$ cat src/rtl/intc_init_pkg.sv
// Package: shared types and field positions for the initialization sequencer.
// Assumes the start word and mode word share the low five data bits.
package intc_init_pkg;

    // Start word: bit 4 marks a start word; bits 3..0 carry the fields.
    localparam int SW_NEED_MODE = 0;
    localparam int SW_SINGLE    = 1;
    localparam int SW_INTERVAL  = 2;
    localparam int SW_LEVEL     = 3;
    localparam int SW_MARK      = 4;

    // Mode word field positions.
    localparam int MW_VECTOR    = 0;
    localparam int MW_AEOI      = 1;
    localparam int MW_MASTER    = 2;
    localparam int MW_BUFFERED  = 3;
    localparam int MW_NESTED    = 4;

    localparam int FIELD_BITS   = 5;

    typedef enum logic [2:0] {
        ST_UNINIT    = 3'd0,
        ST_WAIT_BASE = 3'd1,
        ST_WAIT_CASC = 3'd2,
        ST_WAIT_MODE = 3'd3,
        ST_READY     = 3'd4
    } seq_state_t;

    typedef struct packed {
        logic level;
        logic interval4;
        logic single;
        logic need_mode;
    } start_fields_t;

    typedef struct packed {
        logic nested;
        logic buffered;
        logic master_bit;
        logic aeoi;
        logic vector;
    } mode_fields_t;

endpackage

$ cat src/rtl/intc_word_decode.sv
// Module: classifies a bus write and unpacks the low data bits into
// start-word and mode-word fields. Purely combinational.
// Assumes the caller passes only the low FIELD_BITS of the data bus.
module intc_word_decode
    import intc_init_pkg::*;
(
    input  logic                  wr_en,
    input  logic                  addr0,
    input  logic [FIELD_BITS-1:0] field_bits,
    output logic                  is_start,
    output logic                  is_follow,
    output start_fields_t         start_f,
    output mode_fields_t          mode_f
);

    // Write classification: start word needs the mark bit; others use addr0=1.
    always_comb begin
        is_start  = wr_en && !addr0 && field_bits[SW_MARK];
        is_follow = wr_en && addr0;
    end

    // Field unpacking by named position.
    always_comb begin
        start_f.need_mode = field_bits[SW_NEED_MODE];
        start_f.single    = field_bits[SW_SINGLE];
        start_f.interval4 = field_bits[SW_INTERVAL];
        start_f.level     = field_bits[SW_LEVEL];
        mode_f.vector     = field_bits[MW_VECTOR];
        mode_f.aeoi       = field_bits[MW_AEOI];
        mode_f.master_bit = field_bits[MW_MASTER];
        mode_f.buffered   = field_bits[MW_BUFFERED];
        mode_f.nested     = field_bits[MW_NESTED];
    end

endmodule

$ cat src/rtl/intc_seq_fsm.sv
// Module: sequence state machine. Steps start -> base -> [cascade] ->
// [mode] -> ready and issues one load strobe per accepted word.
// Assumes single/need_mode come from the held start-word fields.
module intc_seq_fsm
    import intc_init_pkg::*;
(
    input  logic       clk,
    input  logic       rst_n,
    input  logic       is_start,
    input  logic       is_follow,
    input  logic       held_single,
    input  logic       held_need_mode,
    output logic       load_start,
    output logic       load_base,
    output logic       load_casc,
    output logic       load_mode,
    output logic       ready
);

    seq_state_t state_q;
    seq_state_t state_d;
    seq_state_t after_casc;

    // Destination once cascade handling is done: mode word or ready.
    always_comb begin
        after_casc = held_need_mode ? ST_WAIT_MODE : ST_READY;
    end

    // Next-state and load-strobe decode.
    always_comb begin
        state_d    = state_q;
        load_start = 1'b0;
        load_base  = 1'b0;
        load_casc  = 1'b0;
        load_mode  = 1'b0;
        if (is_start) begin
            load_start = 1'b1;
            state_d    = ST_WAIT_BASE;
        end else if (is_follow) begin
            unique case (state_q)
                ST_WAIT_BASE: begin
                    load_base = 1'b1;
                    state_d   = held_single ? after_casc : ST_WAIT_CASC;
                end
                ST_WAIT_CASC: begin
                    load_casc = 1'b1;
                    state_d   = after_casc;
                end
                ST_WAIT_MODE: begin
                    load_mode = 1'b1;
                    state_d   = ST_READY;
                end
                default: state_d = state_q;
            endcase
        end
    end

    // State register with synchronous active-low reset.
    always_ff @(posedge clk) begin
        if (!rst_n) state_q <= ST_UNINIT;
        else        state_q <= state_d;
    end

    // Ready flag derived from the registered state.
    always_comb begin
        ready = (state_q == ST_READY);
    end

endmodule

$ cat src/rtl/intc_cfg_regs.sv
// Module: configuration holding registers. Loads each word's fields on
// its strobe; a start word clears everything loaded by later words.
// Assumes at most one load strobe is active per cycle.
module intc_cfg_regs
    import intc_init_pkg::*;
#(
    parameter int DATA_W  = 8,
    parameter int N_LINES = 8
) (
    input  logic              clk,
    input  logic              rst_n,
    input  logic              load_start,
    input  logic              load_base,
    input  logic              load_casc,
    input  logic              load_mode,
    input  start_fields_t     start_f,
    input  mode_fields_t      mode_f,
    input  logic [DATA_W-1:0] data,
    output start_fields_t     start_q,
    output mode_fields_t      mode_q,
    output logic [DATA_W-1:0] base_q,
    output logic [N_LINES-1:0] casc_q
);

    // Start-word fields: loaded only by a start word.
    always_ff @(posedge clk) begin
        if (!rst_n)          start_q <= '0;
        else if (load_start) start_q <= start_f;
    end

    // Mode-word fields: cleared by a start word so a skipped word leaves 0.
    always_ff @(posedge clk) begin
        if (!rst_n || load_start) mode_q <= '0;
        else if (load_mode)       mode_q <= mode_f;
    end

    // Vector base word.
    always_ff @(posedge clk) begin
        if (!rst_n || load_start) base_q <= '0;
        else if (load_base)       base_q <= data;
    end

    // Cascade map: one flop per request line.
    for (genvar i = 0; i < N_LINES; i++) begin : g_casc
        // Per-line cascade bit, cleared by a start word.
        always_ff @(posedge clk) begin
            if (!rst_n || load_start) casc_q[i] <= 1'b0;
            else if (load_casc)       casc_q[i] <= data[i];
        end
    end

endmodule

$ cat src/rtl/intc_init_seq.sv
// Module: top of the initialization sequencer. Joins the write decoder,
// the sequence FSM and the holding registers and drives decoded fields.
// Assumes N_LINES <= DATA_W and DATA_W >= FIELD_BITS.
module intc_init_seq
    import intc_init_pkg::*;
#(
    parameter int DATA_W  = 8,
    parameter int N_LINES = 8
) (
    input  logic               clk,
    input  logic               rst_n,
    input  logic               wr_en,
    input  logic               addr0,
    input  logic [DATA_W-1:0]  wr_data,
    output logic               ready,
    output logic               cfg_level_trig,
    output logic               cfg_interval4,
    output logic               cfg_single,
    output logic               cfg_mode_word_present,
    output logic               cfg_special_nested,
    output logic               cfg_buffered,
    output logic               cfg_master,
    output logic               cfg_auto_eoi,
    output logic               cfg_vector_mode,
    output logic [DATA_W-1:0]  vec_base,
    output logic [N_LINES-1:0] cascade_map
);

    logic          is_start, is_follow;
    logic          load_start, load_base, load_casc, load_mode;
    start_fields_t start_f, start_q;
    mode_fields_t  mode_f, mode_q;

    intc_word_decode u_dec (
        .wr_en      (wr_en),
        .addr0      (addr0),
        .field_bits (wr_data[FIELD_BITS-1:0]),
        .is_start   (is_start),
        .is_follow  (is_follow),
        .start_f    (start_f),
        .mode_f     (mode_f)
    );

    intc_seq_fsm u_fsm (
        .clk            (clk),
        .rst_n          (rst_n),
        .is_start       (is_start),
        .is_follow      (is_follow),
        .held_single    (start_q.single),
        .held_need_mode (start_q.need_mode),
        .load_start     (load_start),
        .load_base      (load_base),
        .load_casc      (load_casc),
        .load_mode      (load_mode),
        .ready          (ready)
    );

    intc_cfg_regs #(.DATA_W(DATA_W), .N_LINES(N_LINES)) u_regs (
        .clk        (clk),
        .rst_n      (rst_n),
        .load_start (load_start),
        .load_base  (load_base),
        .load_casc  (load_casc),
        .load_mode  (load_mode),
        .start_f    (start_f),
        .mode_f     (mode_f),
        .data       (wr_data),
        .start_q    (start_q),
        .mode_q     (mode_q),
        .base_q     (vec_base),
        .casc_q     (cascade_map)
    );

    // Output decode; role bit only counts in buffered mode.
    always_comb begin
        cfg_level_trig        = start_q.level;
        cfg_interval4         = start_q.interval4;
        cfg_single            = start_q.single;
        cfg_mode_word_present = start_q.need_mode;
        cfg_special_nested    = mode_q.nested;
        cfg_buffered          = mode_q.buffered;
        cfg_master            = mode_q.buffered && mode_q.master_bit;
        cfg_auto_eoi          = mode_q.aeoi;
        cfg_vector_mode       = mode_q.vector;
    end

endmodule

$ cat config.mk
export PLATFORM = sky130hd
export DESIGN_NAME = intc_init_seq
export DESIGN_NICKNAME = d
export VERILOG_FILES = /design/src/rtl/intc_init_pkg.sv /design/src/rtl/intc_word_decode.sv /design/src/rtl/intc_seq_fsm.sv /design/src/rtl/intc_cfg_regs.sv /design/src/rtl/intc_init_seq.sv
export SDC_FILE = /design/constraint.sdc
export NUM_CORES = 1
export LEC_CHECK = 0
export ABC_AREA = 1
export BUFFER_PORTS_ARGS = -buffer_cell sky130_fd_sc_hd__buf_4
export CAP_MARGIN = 10
export CORE_MARGIN = 3
export CORE_UTILIZATION = 43
export DETAILED_ROUTE_END_ITERATION = 16
export MAX_ROUTING_LAYER = met4
export PLACE_DENSITY = 0.81
export SYNTH_ARGS = -nofsm -noshare
export SYNTH_HDL_FRONTEND = slang
export SYNTH_SLANG_ARGS = --single-unit
$ cat constraint.sdc
create_clock -name clk -period 1 [get_ports clk]
set_input_delay 0.1 -clock clk [delete_from_list [all_inputs] [get_ports clk]]
set_output_delay 0.1 -clock clk [all_outputs]
set_load 0.02 [all_outputs]
Word-level counts from Yosys, hierarchy flattened
Cells that the tools add are included.
- equality and inequality tests: 4
- mux-type cells: 15
- bitwise logic cells: 1
- reductions and logical operators: 13
- operators with widths (kind ; number):
    1-bit 2-to-1 mux ; 12
    3-bit one-hot mux with 3 select lines ; 1
    3-bit by 2-bit equality test with 1-bit output, second input constant ; 2
    3-bit 2-to-1 mux ; 2
    1-bit logical AND ; 4
    2-bit AND reduction ; 2
    4-bit nonzero test ; 1
    3-bit by 1-bit equality test with 1-bit output, second input constant ; 1
    3-bit equality test, second input constant ; 1
    3-bit nonzero test ; 1
    1-bit zero test ; 2
    2-bit nonzero test ; 1
    2-bit OR reduction ; 1
    1-bit logical OR ; 1
    1-bit inverter ; 1
- bits in registers: 28
- input port bits: 12

Depth between registers and ports, before layout
- depth after elaboration: 5
- mapped depth: 6

Hierarchy
From an unflattened synthesis, not the netlist that was laid out.
- cells, all modules: 157
- area total of the unflattened synthesis: 1251.2 um^2
- by module, submodules not included (module ; times used ; cells an instance ; area each (um^2)):
    intc_cfg_regs ; 1 ; 109 ; 942.2
    intc_seq_fsm ; 1 ; 33 ; 216.5
    intc_word_decode ; 1 ; 13 ; 85.1
    intc_init_seq ; 1 ; 2 ; 7.5

Worst setup path after synthesis
No wires, ideal clock.
- path kind: register to register
- start: register u_fsm.state_q[1]
- end: register, netlist name u_regs.mode_q[2]
- setup time: 0.116 ns
- arrival: 0.890 ns
- path slack: -0.006 ns
- stages on the path, launching flop included: 6
- buffers on the path: 0
- clock period less this slack: 1.006 ns
- path through: dfxtp_1 -> nand2_2 -> nor3_4 -> inv_2 -> nor2_1 -> nor2_1
- longest elaborated chain between the ends: 4
- RTL lines (item ; RTL line ; source):
    start: declaration ; intc_seq_fsm.sv:20 ; seq_state_t state_q;
    start signal: assignment ; intc_seq_fsm.sv:61 ; else state_q <= state_d;
    3-bit by 2-bit equality test with 1-bit output ; intc_seq_fsm.sv:40 ; unique case (state_q)
    1-bit 2-to-1 mux ; intc_seq_fsm.sv:40 ;
    1-bit 2-to-1 mux ; intc_seq_fsm.sv:39 ; end else if (is_follow) begin
    1-bit 2-to-1 mux ; intc_seq_fsm.sv:36 ; if (is_start) begin
No other way between the ends.
A chain may end at the register's enable or synchronous reset.

Worst setup path after layout
- start: register u_fsm.state_q[1]
- end: output port ready
- longest elaborated chain between the ends: 1
- RTL lines (item ; RTL line ; source):
    3-bit equality test ; intc_seq_fsm.sv:66 ; ready = (state_q == ST_READY);
    end: declaration ; intc_init_seq.sv:15 ; output logic ready,
No other way between the ends.

==> summary.md <==
| Metric | Value |
|---|---|
| CP Class | reg2out |
| Place WS | -52.6 ps |
| Critical Path RT | 900 ps |
| Switching portion of total power | 24.3% |
| Drt total wl | 3.15 mm |
| DRC viols | 0 |
| Total power | 1940 µW |
| Max Freq | 0.828 GHz |
| GPL Wtd Cong | 0.922 |
| Final net count | 212 |
| CTS tree | yes |
| Clk sink count | 28 |
| VDD IR-drop max | 0.000847 V |
| DP HPWL | 2.11 mm |
| Pin count of the biggest net entering global routing | 23 |
| Worst Path Max Fanout | 2 |
| Origin of the worst min-delay path | wr_data[5] |
| Reg2Reg Setup Slack | -190 ps |
| Sw power | 470 µW |
| Worst R2R Path Depth | 5 |
| Hold Crit Class | in2reg |
| Worst-Skew Late Latency | 310 ps |
| Hold Path Stages | 3 |
| Type of origin of the critical path | register |
| RR Startpoint | u_fsm.state_q[1] |
| Setup violators final | 25 |
| # IOs | 38 |
| Via/cell ratio | 5.06 |
| RSZ-0062 raised after global routing | true |
| Logic pwr share | 13.3% |
| First-pass GRT wire length | 4.75 mm |
| CTS Buffer Depth | 2 |
| Layout area overhead | 56.3% |
| Number of buffers created by CTS | 3 |
| Number of synthesis warnings | 0 |
| Die W | 56.9 µm |
| Syn_nets | 156 |
| Syn avg cell area | 7.73 µm² |
| Post-Route Setup TNS | -3030 ps |
| Final max-slew violation count | 0 |
| Pre-Repair DR Iteration Count | 4 |
| Clk pwr share | 27.5% |
| Crit path DAT | 1110 ps |
| Max Cap Violations | 0 |
| Rows | 17 |
| DR vias | 1,148 |
| Post-route ant nets | 0 |
| Clk_skew | 9.44 ps |
| Die area | 0.00324 mm² |
| Failing checks | setup timing |
| Initial antenna violation count | 0 |
| Seq cells post-synth | 28 |
| Core area | 0.00234 mm² |
| DRT iter0 DRCs | 33 |
| Reg power frac | 59.2% |
| Antenna fix cells | 0 |
| GRT overflow | 0 |
| Int Power | 1470 µW |
| Hold Vio Cnt, Final | 0 |
| Port buffer count | 37 |
| Vias in the first global route | 1,046 |
| Share of post-route cells with drive strength above 1 | 48.7% |
| Filler Cell Count | 170 |
| CTS clk-pin slew, worst paths | 150 ps |
| Initial core utilization | 47.6% |
| Unique masters post-synth | 19 |
| Status | complete, but fails checks |
| Slew headroom | 82.3% |
| # H-tree levels | 1 |
| Worst Setup Slack, final | -208 ps |
| Syn Std Cell Area | 0.00111 mm² |
| Leak | 0.000779 µW |
| DR WL/cell | 13.9 µm |
| Hold endpoint | u_regs.casc_q[5] |
| Pwr per Cell Area | 1110 mW/mm² |
| Post-layout min period | 1210 ps |
| Clock Tree Root | clkbuf_4 |
| Die height | 56.9 µm |
| Seq/Total Area, Yosys | 50.3% |
| Worst-Margin Slew | 264 ps |
| Reg2reg end | u_fsm.state_q[2] |
| Crit share post-route | 121% |
| Post-Syn Instances | 144 |
| All-Layer GR Usage | 18.7% |
| Critical Path End Type | output port |
[cell usage in the layout, fill, tap and decap left out, types with 3 or more instances in the layout]
cell type and instances:
dfxtp_2 6, inv_2 3, nand2_1 10, buf_4 41
nor2_4 4, o21ai_0 10, inv_1 4, dfxtp_1 21
a21oi_1 3, nor2_1 45, o21ai_1 7, nor2_2 4
o21ai_2 9, buf_6 9, clkbuf_4 3
[cell families after synthesis]
logic type	Yosys count	share of synthesized area (%)
simple gates	72	30.7
buf+inv	13	5.06
flops	28	50.3
compound gates	31	13.9
[Yosys cell counts]
| cell type | instances | area, µm² |
|---|---|---|
| nand2_2 | 1 | 6.26 |
| o21ai_1 | 3 | 15.0 |
| nand3_2 | 1 | 10.0 |
| a21oi_1 | 5 | 25.0 |
| buf_2 | 2 | 10.0 |
| inv_2 | 5 | 18.8 |
| dfxtp_1 | 28 | 561 |
| nand3_4 | 1 | 17.5 |
| nor2_4 | 3 | 33.8 |
| nand3_1 | 2 | 10.0 |
| nor3_4 | 1 | 16.3 |
| clkinv_4 | 1 | 8.76 |
| nand2_4 | 1 | 11.3 |
| nor2_1 | 49 | 184 |
| nor3_1 | 1 | 5.00 |
| inv_1 | 5 | 18.8 |
| o21ai_0 | 23 | 115 |
| nand2_1 | 11 | 41.3 |
| nor2_2 | 1 | 6.26 |
[sequential cells by signal (all words and copies together) (netlist names)]
| signal | count |
|---|---|
| u_regs.casc_q | 8 |
| u_regs.start_q | 4 |
| u_fsm.state_q | 3 |
| u_regs.base_q | 8 |
| u_regs.mode_q | 5 |
[worst max-delay path: stages (launching register included)]
cell and delay [ps]:
dfxtp_4 380, buf_6 120, nor3_4 160, buf_6 140
[final cells by class]
| class | instances | area (µm²) | share of cell area, % |
|---|---|---|---|
| multi-input combinational | 104 | 589 | 33.9 |
| sequential | 28 | 572 | 32.9 |
| timing repair buffer | 52 | 449 | 25.8 |
| inverter | 11 | 58.8 | 3.38 |
| clock buffer | 4 | 36.3 | 2.08 |
| tap | 28 | 35.0 | 2.01 |
[power by group through the flow]
stage	combinational [µW]	sequential [µW]	clock (µW)
floorplan	84.3	1190	0
global placement	211	1170	0
detailed placement	214	1170	0
CTS	233	1140	548
global route	277	1150	587
finish	257	1150	533
[repair_timing]
action | in CTS | in global routing
gates resized for setup | 19 | 37
hold buffers | 0 | 0
pin swaps | 7 | 14
endpoints found under the setup margin | 27 | 27
setup buffers | 2 | 4
cloned | 1 | 0
hold endpoints to repair | 0 | 0
[worst max-delay path by stage]
stage / cells after the start / start / to / slack, ps
after floorplan: 6 / u_fsm.state_q[2] / u_regs.casc_q[0] / 10
after global placement: 5 / u_fsm.state_q[0] / u_regs.base_q[4] / -10
after detailed placement: 6 / u_fsm.state_q[0] / u_regs.casc_q[7] / -50
after CTS: 3 / u_fsm.state_q[1] / ready / -230
after global routing: 3 / u_fsm.state_q[1] / ready / -250
final: 3 / u_fsm.state_q[1] / ready / -210
[per-layer routing]
layer | up-vias | part of all wire [%] | track usage (%)
li1 | 573 | - | -
met1 | 533 | 42 | 24.0
met2 | 35 | 51 | 30.5
met3 | 7 | 5.3 | 3.22
met4 | 0 | 2.2 | 4.64
met5 | - | 0 | -
[through the flow]
stage | utilization (%) | cell area, µm² | hold WS (ps) | cells
global placement | 64.0 | 1500 | 346 | 216
floorplan | - | 1110 | 235 | 144
detailed placement | 64.0 | 1500 | 353 | 216
CTS | 68.4 | 1600 | 20.5 | 223
finish | 74.4 | 1740 | 15.3 | 227
global route | 74.4 | 1740 | 25.4 | 227
(Power assumes the default switching activity.)
